**src/rtl/ltmr_pkg.sv**
```systemverilog
package ltmr_pkg;
  localparam int VEC_BIT_W  = 8;
  localparam int MASK_POS   = 16;
  localparam int PER_POS    = 17;
  localparam int CODE_W     = 3;
  localparam int PRE_W      = (1 << CODE_W) - 1;
  localparam int DIV_W      = 4;
  localparam logic [DIV_W-1:0] DIV_KEEP = 4'b1011;

  typedef enum logic [1:0] {
    SEL_ENTRY = 2'd0,
    SEL_INIT  = 2'd1,
    SEL_COUNT = 2'd2,
    SEL_DIV   = 2'd3
  } reg_sel_e;

  // prescale shift: code {b3,b1,b0}, shift = (code + 1) mod 8
  function automatic logic [CODE_W-1:0] div_to_shift(input logic [DIV_W-1:0] d);
    logic [CODE_W-1:0] code;
    code = {d[3], d[1:0]};
    return code + CODE_W'(1);
  endfunction
endpackage

```
**src/rtl/ltmr_prescale.sv**
```systemverilog
module ltmr_prescale
  import ltmr_pkg::*;
(
  input  logic              clk,
  input  logic              rst,
  input  logic              clear,
  input  logic [CODE_W-1:0] shift,
  output logic              tick
);
  logic [PRE_W-1:0] pcnt;
  logic [PRE_W-1:0] lim;

  generate
    for (genvar i = 0; i < PRE_W; i++) begin : g_lim
      assign lim[i] = (shift > CODE_W'(i));
    end
  endgenerate

  assign tick = ((pcnt & lim) == lim);

  always_ff @(posedge clk) begin
    if (rst || clear) begin
      pcnt <= '0;
    end else begin
      pcnt <= pcnt + PRE_W'(1);
    end
  end
endmodule

```
**src/rtl/ltmr_regs.sv**
```systemverilog
module ltmr_regs
  import ltmr_pkg::*;
#(
  parameter int DATA_W = 32,
  parameter int VEC_W  = VEC_BIT_W
) (
  input  logic              clk,
  input  logic              rst,
  input  logic              wr_en,
  input  logic [1:0]        wr_addr,
  input  logic [DATA_W-1:0] wr_data,
  input  logic [1:0]        rd_addr,
  input  logic [DATA_W-1:0] count,
  output logic [VEC_W-1:0]  ent_vec,
  output logic              ent_mask,
  output logic              ent_per,
  output logic [DATA_W-1:0] init_q,
  output logic [DIV_W-1:0]  div_q,
  output logic              ld_init,
  output logic              wr_entry,
  output logic              wr_div,
  output logic [DATA_W-1:0] rd_data
);
  reg_sel_e wsel, rsel;
  logic [DATA_W-1:0] entry_word;
  logic [DATA_W-1:0] rd_next;

  assign wsel     = reg_sel_e'(wr_addr);
  assign rsel     = reg_sel_e'(rd_addr);
  assign ld_init  = wr_en && (wsel == SEL_INIT);
  assign wr_entry = wr_en && (wsel == SEL_ENTRY);
  assign wr_div   = wr_en && (wsel == SEL_DIV);

  always_ff @(posedge clk) begin
    if (rst) begin
      ent_vec  <= '0;
      ent_mask <= 1'b0;
      ent_per  <= 1'b0;
      init_q   <= '0;
      div_q    <= '0;
    end else begin
      if (wr_entry) begin
        ent_vec  <= wr_data[VEC_W-1:0];
        ent_mask <= wr_data[MASK_POS];
        ent_per  <= wr_data[PER_POS];
      end
      if (ld_init) init_q <= wr_data;
      if (wr_div)  div_q  <= wr_data[DIV_W-1:0] & DIV_KEEP;
    end
  end

  always_comb begin
    entry_word                = '0;
    entry_word[VEC_W-1:0]     = ent_vec;
    entry_word[MASK_POS]      = ent_mask;
    entry_word[PER_POS]       = ent_per;
  end

  always_comb begin
    unique case (rsel)
      SEL_ENTRY: rd_next = entry_word;
      SEL_INIT:  rd_next = init_q;
      SEL_COUNT: rd_next = count;
      SEL_DIV:   rd_next = DATA_W'(div_q);
      default:   rd_next = '0;
    endcase
  end

  always_ff @(posedge clk) begin
    if (rst) rd_data <= '0;
    else     rd_data <= rd_next;
  end
endmodule

```
**src/rtl/ltmr_count.sv**
```systemverilog
module ltmr_count #(
  parameter int CNT_W = 32,
  parameter int VEC_W = 8
) (
  input  logic             clk,
  input  logic             rst,
  input  logic             ld_init,
  input  logic [CNT_W-1:0] load_val,
  input  logic [CNT_W-1:0] init_q,
  input  logic             entry_wr,
  input  logic             entry_per_new,
  input  logic             hold,
  input  logic             tick,
  input  logic             per,
  input  logic             mask,
  input  logic [VEC_W-1:0] vec,
  output logic [CNT_W-1:0] count,
  output logic             armed,
  output logic             irq_valid,
  output logic [VEC_W-1:0] irq_vector
);
  logic at_zero, at_one;

  assign at_zero = (count == '0);
  assign at_one  = (count == CNT_W'(1));

  always_ff @(posedge clk) begin
    if (rst) begin
      count      <= '0;
      armed      <= 1'b0;
      irq_valid  <= 1'b0;
      irq_vector <= '0;
    end else begin
      irq_valid <= 1'b0;
      if (ld_init) begin
        count <= load_val;
        armed <= |load_val;
      end else if (entry_wr) begin
        armed <= (|init_q) && (entry_per_new || !at_zero);
      end else if (!hold && tick && armed) begin
        if (at_zero) begin
          count <= init_q;
        end else begin
          count <= count - CNT_W'(1);
          if (at_one) begin
            irq_valid <= !mask;
            if (!mask) irq_vector <= vec;
            if (!per)  armed <= 1'b0;
          end
        end
      end
    end
  end
endmodule

```
**src/rtl/ltmr_top.sv**
```systemverilog
module ltmr_top
  import ltmr_pkg::*;
#(
  parameter int DATA_W = 32,
  parameter int VEC_W  = VEC_BIT_W
) (
  input  logic              clk,
  input  logic              rst,
  input  logic              wr_en,
  input  logic [1:0]        wr_addr,
  input  logic [DATA_W-1:0] wr_data,
  input  logic [1:0]        rd_addr,
  output logic [DATA_W-1:0] rd_data,
  output logic              irq_valid,
  output logic [VEC_W-1:0]  irq_vector
);
  logic [VEC_W-1:0]  ent_vec;
  logic              ent_mask, ent_per;
  logic [DATA_W-1:0] init_q, count;
  logic [DIV_W-1:0]  div_q;
  logic              ld_init, wr_entry, wr_div;
  logic              tick, armed;

  ltmr_regs #(.DATA_W(DATA_W), .VEC_W(VEC_W)) u_regs (
    .clk(clk), .rst(rst), .wr_en(wr_en), .wr_addr(wr_addr), .wr_data(wr_data),
    .rd_addr(rd_addr), .count(count), .ent_vec(ent_vec), .ent_mask(ent_mask),
    .ent_per(ent_per), .init_q(init_q), .div_q(div_q), .ld_init(ld_init),
    .wr_entry(wr_entry), .wr_div(wr_div), .rd_data(rd_data)
  );

  ltmr_prescale u_pre (
    .clk(clk), .rst(rst), .clear(ld_init || wr_div),
    .shift(div_to_shift(div_q)), .tick(tick)
  );

  ltmr_count #(.CNT_W(DATA_W), .VEC_W(VEC_W)) u_cnt (
    .clk(clk), .rst(rst), .ld_init(ld_init), .load_val(wr_data), .init_q(init_q),
    .entry_wr(wr_entry), .entry_per_new(wr_data[PER_POS]), .hold(wr_en),
    .tick(tick), .per(ent_per), .mask(ent_mask), .vec(ent_vec),
    .count(count), .armed(armed), .irq_valid(irq_valid), .irq_vector(irq_vector)
  );
endmodule

```
**config.mk**
```make
export PLATFORM = sky130hd
export DESIGN_NAME = ltmr_top
export DESIGN_NICKNAME = d
export VERILOG_FILES = /design/src/rtl/ltmr_pkg.sv /design/src/rtl/ltmr_prescale.sv /design/src/rtl/ltmr_regs.sv /design/src/rtl/ltmr_count.sv /design/src/rtl/ltmr_top.sv
export SDC_FILE = /design/constraint.sdc
export NUM_CORES = 1
export LEC_CHECK = 0
export ABC_AREA = 1
export BUFFER_PORTS_ARGS = -buffer_cell sky130_fd_sc_hd__buf_2
export CAP_MARGIN = 20
export CORE_UTILIZATION = 50
export DETAILED_ROUTE_END_ITERATION = 10
export MAX_ROUTING_LAYER = met4
export PLACE_DENSITY = 0.75
export SYNTH_ARGS = -nofsm -noshare
export SYNTH_HDL_FRONTEND = slang
export SYNTH_HIERARCHICAL = 1
export SYNTH_SLANG_ARGS = --single-unit
export TNS_END_PERCENT = 5
```
**constraint.sdc**
```tcl
create_clock -name clk -period 2.5 [get_ports clk]
set_input_delay 0.125 -clock clk [delete_from_list [all_inputs] [get_ports clk]]
set_output_delay 0.125 -clock clk [all_outputs]
set_load 0.05 [all_outputs]
```
**After elaboration in Yosys (flattened, before gate mapping)**

Cells that the tools add are included.

- Register bits after elaboration: 126
- Bits of input ports: 39
- Word-level logic and storage cells: 73

- Add/sub/neg operators: 3
- $lt $le $gt $ge: 7
- Equal/unequal tests: 10
- Mux-type cells: 11
- Bitwise logic cells: 7
- Reduce and logical (&&, ||, !) cells: 24

Operators by type and width:

| cell | count |
|---|---|
| 2-to-1 mux 32 bit | 4 |
| case mux 32 bit (4 select lines) | 1 |
| OR reduction 32 bit | 2 |
| equality test 32 x 1 -> 1 bit, second input constant | 1 |
| zero test 32 bit | 1 |
| subtractor 32 x 1 -> 32 bit, second input constant | 1 |
| greater-than comparator 3 bit, second input constant | 3 |
| adder 7 x 1 -> 7 bit, second input constant | 1 |
| AND 7 bit | 1 |
| equality test 7 bit | 1 |
| equality test 2 bit, second input constant | 3 |
| greater-than comparator 3 x 1 -> 1 bit, second input constant | 2 |
| greater-than comparator 3 x 2 -> 1 bit, second input constant | 2 |
| logical AND 1 bit | 6 |
| 2-to-1 mux 1 bit | 6 |
| inequality test 3 x 2 -> 1 bit, second input constant | 2 |
| inverter 1 bit | 6 |
| AND reduction 6 bit | 1 |
| nonzero test 3 bit | 2 |
| OR reduction 6 bit | 1 |
| equality test 2 x 1 -> 1 bit, second input constant | 2 |
| zero test 2 bit | 2 |
| AND reduction 4 bit | 1 |
| adder 3 x 1 -> 3 bit, second input constant | 1 |
| other kinds (5) | 9 |

**Longest topological paths before layout**

- Word-level depth: 9
- Mapped depth: 18

**Hierarchy**

Netlist, hierarchy kept.

By module, submodules not included:

| module | times used | cells an instance | area an instance (µm²) | seq. area each (µm²) |
|---|---|---|---|---|
| ltmr_count | 1 | 614 | 3455.8 | 840.8 |
| ltmr_regs | 1 | 466 | 3173.0 | 1541.5 |
| ltmr_prescale | 1 | 55 | 377.9 | 140.1 |
| ltmr_top | 1 | 8 | 41.3 | 0.0 |

**Worst setup path before layout**

No wires, ideal clock.

- Path type: register to register
- Start point: register u_regs.div_q[0]
- End point: register u_cnt.count[0]
- Library setup time: 0.132 ns
- Data arrival time: 1.987 ns
- Required time: 2.368 ns
- Setup slack: 0.381 ns
- Stages on the path, launching flop included: 15
- Buffers on the path: 1
- Cells stage by stage: dfxtp_1 ha_1 inv_1 nand2_1 nand2_1 or2_1 nand2_1 nand2_1 nor2_1 nand3b_1 o21ai_2 clkbuf_1 o22ai_1 inv_1 a21oi_1

- Word-level cells in the longest chain between the ends: 8
- Elaborated cells between the ends (all ways): 14
- Those cells by class: 1 x add/sub; 7 x order compare; 1 x eq/ne; 1 x bitwise; 4 x reduce/logical

Ends and longest elaborated chain:

| what | line | source |
|---|---|---|
| from (decl) | ltmr_regs.sv:18 | `output logic [DIV_W-1:0] div_q,` |
| from (signal assigned) | ltmr_regs.sv:48 | `if (wr_div) div_q <= wr_data[DIV_W-1:0] & DIV_KEEP;` |
| adder 3 x 1 -> 3 bit (*) | ltmr_pkg.sv:21 | `return code + CODE_W'(1);` |
| greater-than comparator 3 x 1 -> 1 bit (tied with other cells) | ltmr_prescale.sv:15 | `assign lim[i] = (shift > CODE_W'(i));` |
| AND 7 bit | ltmr_prescale.sv:19 | `assign tick = ((pcnt & lim) == lim);` |
| equality test 7 bit (*) | ltmr_prescale.sv:19 |  |
| named net tick | ltmr_top.sv:22 | `logic tick, armed;` |
| logical AND 1 bit (*) (2 in series) | ltmr_count.sv:40 | `end else if (!hold && tick && armed) begin` |
| nonzero test 2 bit (no source line) (*) | - |  |
| AND reduction 2 bit (no source line) (*) | - |  |
| to (signal assigned) | ltmr_count.sv:36 | `count <= load_val;` |
| to (signal assigned) | ltmr_count.sv:42 | `count <= init_q;` |
| to (signal assigned) | ltmr_count.sv:44 | `count <= count - CNT_W'(1);` |
| to (decl) | ltmr_count.sv:17 | `output logic [CNT_W-1:0] count,` |

The timed path passes the listed nets; every way through them passes the cells marked *.
A chain may end at the register's enable or synchronous reset.

**Final worst setup path**

- Start point: register u_regs.div_q[1]
- End point: register u_cnt.count[6]

Same word-level chain as after synthesis.

==> impl_metrics.csv <==
group,metric,value,unit
place,placed_area,7482,um2
critical_path,cp_cell_sequence,"ha_1 > inv_1 > nand2_1 > nand2_1 > or2_1 > nand2_1 > nand2_1 > nor2_1 > nand3b_1 > o21ai_2 > inv_1 > nand2_1 > o21ai_0 > a31oi_1 > nor2_1",
cts,cts_max_path_buffers,2,
timing,worst_slew_pin_slew,772.2,ps
detailed_routing,route.detailed.drc,0,
power,leakage,0.004180,uW
timing,fin_hold_ws,10.77,ps
finish,diodes,0,
timing,finalSetupTns,0,ps
floorplanning,fp-row-count,42,
place,portBuffers,79,
floorplanning,fp.dieW,120.6,um
synthesis,yosys_warnings,6,
finish,area.growth.synth_to_final,19.03,%
timing,hold_violations,0,
cts,cts_buffers,17,
power,p_sw,1775,uW
finish,layout-drive-gt1-share,12.80,%
floorplanning,fp.coreArea,13510,um2
critical_path,end_kind,"flip-flop",
critical_path,critPathMaxStageDelay,350,ps
finish,seq_area,2524,um2
place,place.gp.congestion,0.9725,
floorplanning,chipHeight,120.6,um
cts,htree_levels,4,
timing,slew_headroom,48.33,%
critical_path,crit_top_cell,"nand2_1",
detailed_routing,wl_per_cell,13.77,um
outcome,status,"complete, no violations",
cts,cts_tree,"done",
critical_path,crit_path_start_kind,"flip-flop",
power,pwr-share-comb,19.4,%
timing,slew_violations,0,
floorplanning,io_pins,80,
cts,cts-root-buf,"clkbuf_16",
detailed_routing,vias,7216,
finish,design_area,8376,um2
detailed_routing,dr_wl_met3,1615,um
detailed_routing,wl_met1,8695,um
timing,fmax,438.1,MHz
place,dp_hpwl,13350,um
grt,grt_max_degree,65,
detailed_routing,drt_wl_total,19630,um
cts,cts_setup_buffers,0,
power,cellInternalPower,4034,uW
power,clock_power_share,43.4,%
cts,clock_latency,420,ps
critical_path,cpMaxStageDelayCell,"dfxtp_1",
hold_path,hold_path_class,"primary input to flip-flop",
critical_path,worstPathRequired,2790,ps
grt,antenna_found_initial,0,
timing,finalClockSkew,7.478,ps
timing,rsz0062_at_grt,"no",
grt,grt_pass1_vias,6598,
cts,clock-sinks,126,
synthesis,syn_area,7037,um2
detailed_routing,wl_met2,8988,um
timing,period_minus_slack,2283,ps
critical_path,cp_max_fo,6,
synthesis,synthCells,1141,
timing,setup_violations,0,
detailed_routing,routed.top_layer,"met4",
critical_path,crit_family,"simple AND/OR/NAND/NOR gates",
power,power_frac_seq,37.2,%
grt,overflow,0,
finish,final_nets,1280,
detailed_routing,firstDrtPassIters,6,
critical_path,path_class,"flip-flop to flip-flop",
floorplanning,initial_core_util,52.10,%
detailed_routing,avgViaCountPerCell,5.060,
detailed_routing,drt_iter0_drc,695,
grt,grt.total_usage,29.10,%
finish,multi_input_area,3565,um2
timing,period_share,91.30,%
synthesis,syn-mean-instance-area,6.167,um2
synthesis,mappedNetlistNets,1184,
power,ir_drop,599.1,uV
detailed_routing,drtAntennaViolNets,0,
power,powerDensity,693.6,nW/um2
finish,nFillCells,1325,
power,switching_share,30.56,%
critical_path,critPathBufInv,2,
flow_run,drv_cap,0,
cts,path_clk_slew,60,ps
floorplanning,die_area,14550,um2
critical_path,critPathArrivalTime,2570,ps
grt,grt_pass1_wl,32090,um
-- through the flow --
stage          setup WS, ps  power (uW)  util [%]  instances
2_1_floorplan         380.6        2992         -       1141
3_3_place_gp          315.2        3253     55.40       1366
3_5_place_dp          249.7        3262     55.40       1366
4_1_cts               221.6        5826     61.96       1426
5_1_grt               29.40        6091     62.02       1426
6_report              217.4        5809     62.02       1426
-- sequential cells by signal, indices dropped and copies added, names as in the netlist, 3 cells and up --
| register | flops |
|---|---|
| u_regs/init_q | 32 |
| u_regs/div_q | 3 |
| u_regs/ent_vec | 8 |
| u_cnt/count | 32 |
| u_cnt/irq_vector | 8 |
| u_pre/pcnt | 7 |
| u_regs/rd_data | 32 |
-- layer usage --
metal / global-route usage (%) / vias to the layer above
met5: - / -
met4: 9.259 / 0
met3: 5.896 / 32
met2: 45.73 / 298
met1: 37.50 / 3202
li1: - / 3684
-- placed cells by master, fill, tap and decap left out, drive strengths merged, types with 2 or more instances in the layout --
cell type and n:
o211ai 2, clkinv 10, xor2 9, nor2 249, bufinv 3, o21ai 26, o22ai 22, ha 4
dlygate4sd3 28, or2 3, clkbuf 18, nand3 80, nand3b 14, clkinvlp 4, nand2 304, buf 90
a31oi 5, a21oi 61, dfxtp 126, nand4 8, inv 182
-- area by class of cell --
type | instances | share of cell area [%]
well taps | 176 | 2.629
flip-flops and latches | 126 | 30.13
repair buffers | 118 | 9.098
clock buffers | 18 | 5.244
clock inverters | 14 | 1.987
inverters | 185 | 8.351
multi-input cells | 789 | 42.56
-- path summary, 6_finish.rpt --
check / start / endpoint / slack, ps / cells after the start
worst max-delay path: u_regs/div_q[1] / u_cnt/count[6] / 220 / 15
worst min-delay path: wr_data[0] / u_regs/div_q[0] / 10 / 3
worst max register to register: u_regs/div_q[1] / u_cnt/count[6] / 220 / 15
worst min register to register: u_pre/pcnt[0] / u_pre/pcnt[0] / 460 / 1
-- power groups by stage --
stage | Sequential [uW] | Combinational, uW | Clock, uW
global route | 2170 | 1260 | 2660
detailed placement | 2200 | 1060 | 0
floorplan | 2220 | 769 | 0
global placement | 2200 | 1050 | 0
CTS | 2160 | 1100 | 2560
finish | 2160 | 1130 | 2520
-- worst register-to-register path, delay by kind of cell (launching register included) --
kind	cells	cell delay [ps]
buf+inv	2	230
compound gates	3	440
flops	1	350
simple gates	9	950
fa+ha+maj	1	180
-- timing repair --
item                                    in CTS  in global routing
endpoints found under the setup margin       0                  7
endpoints found under the hold margin       28                  0
hold buffers                                28                  0
resized for setup                            0                  3
(Power assumes the default switching activity.)
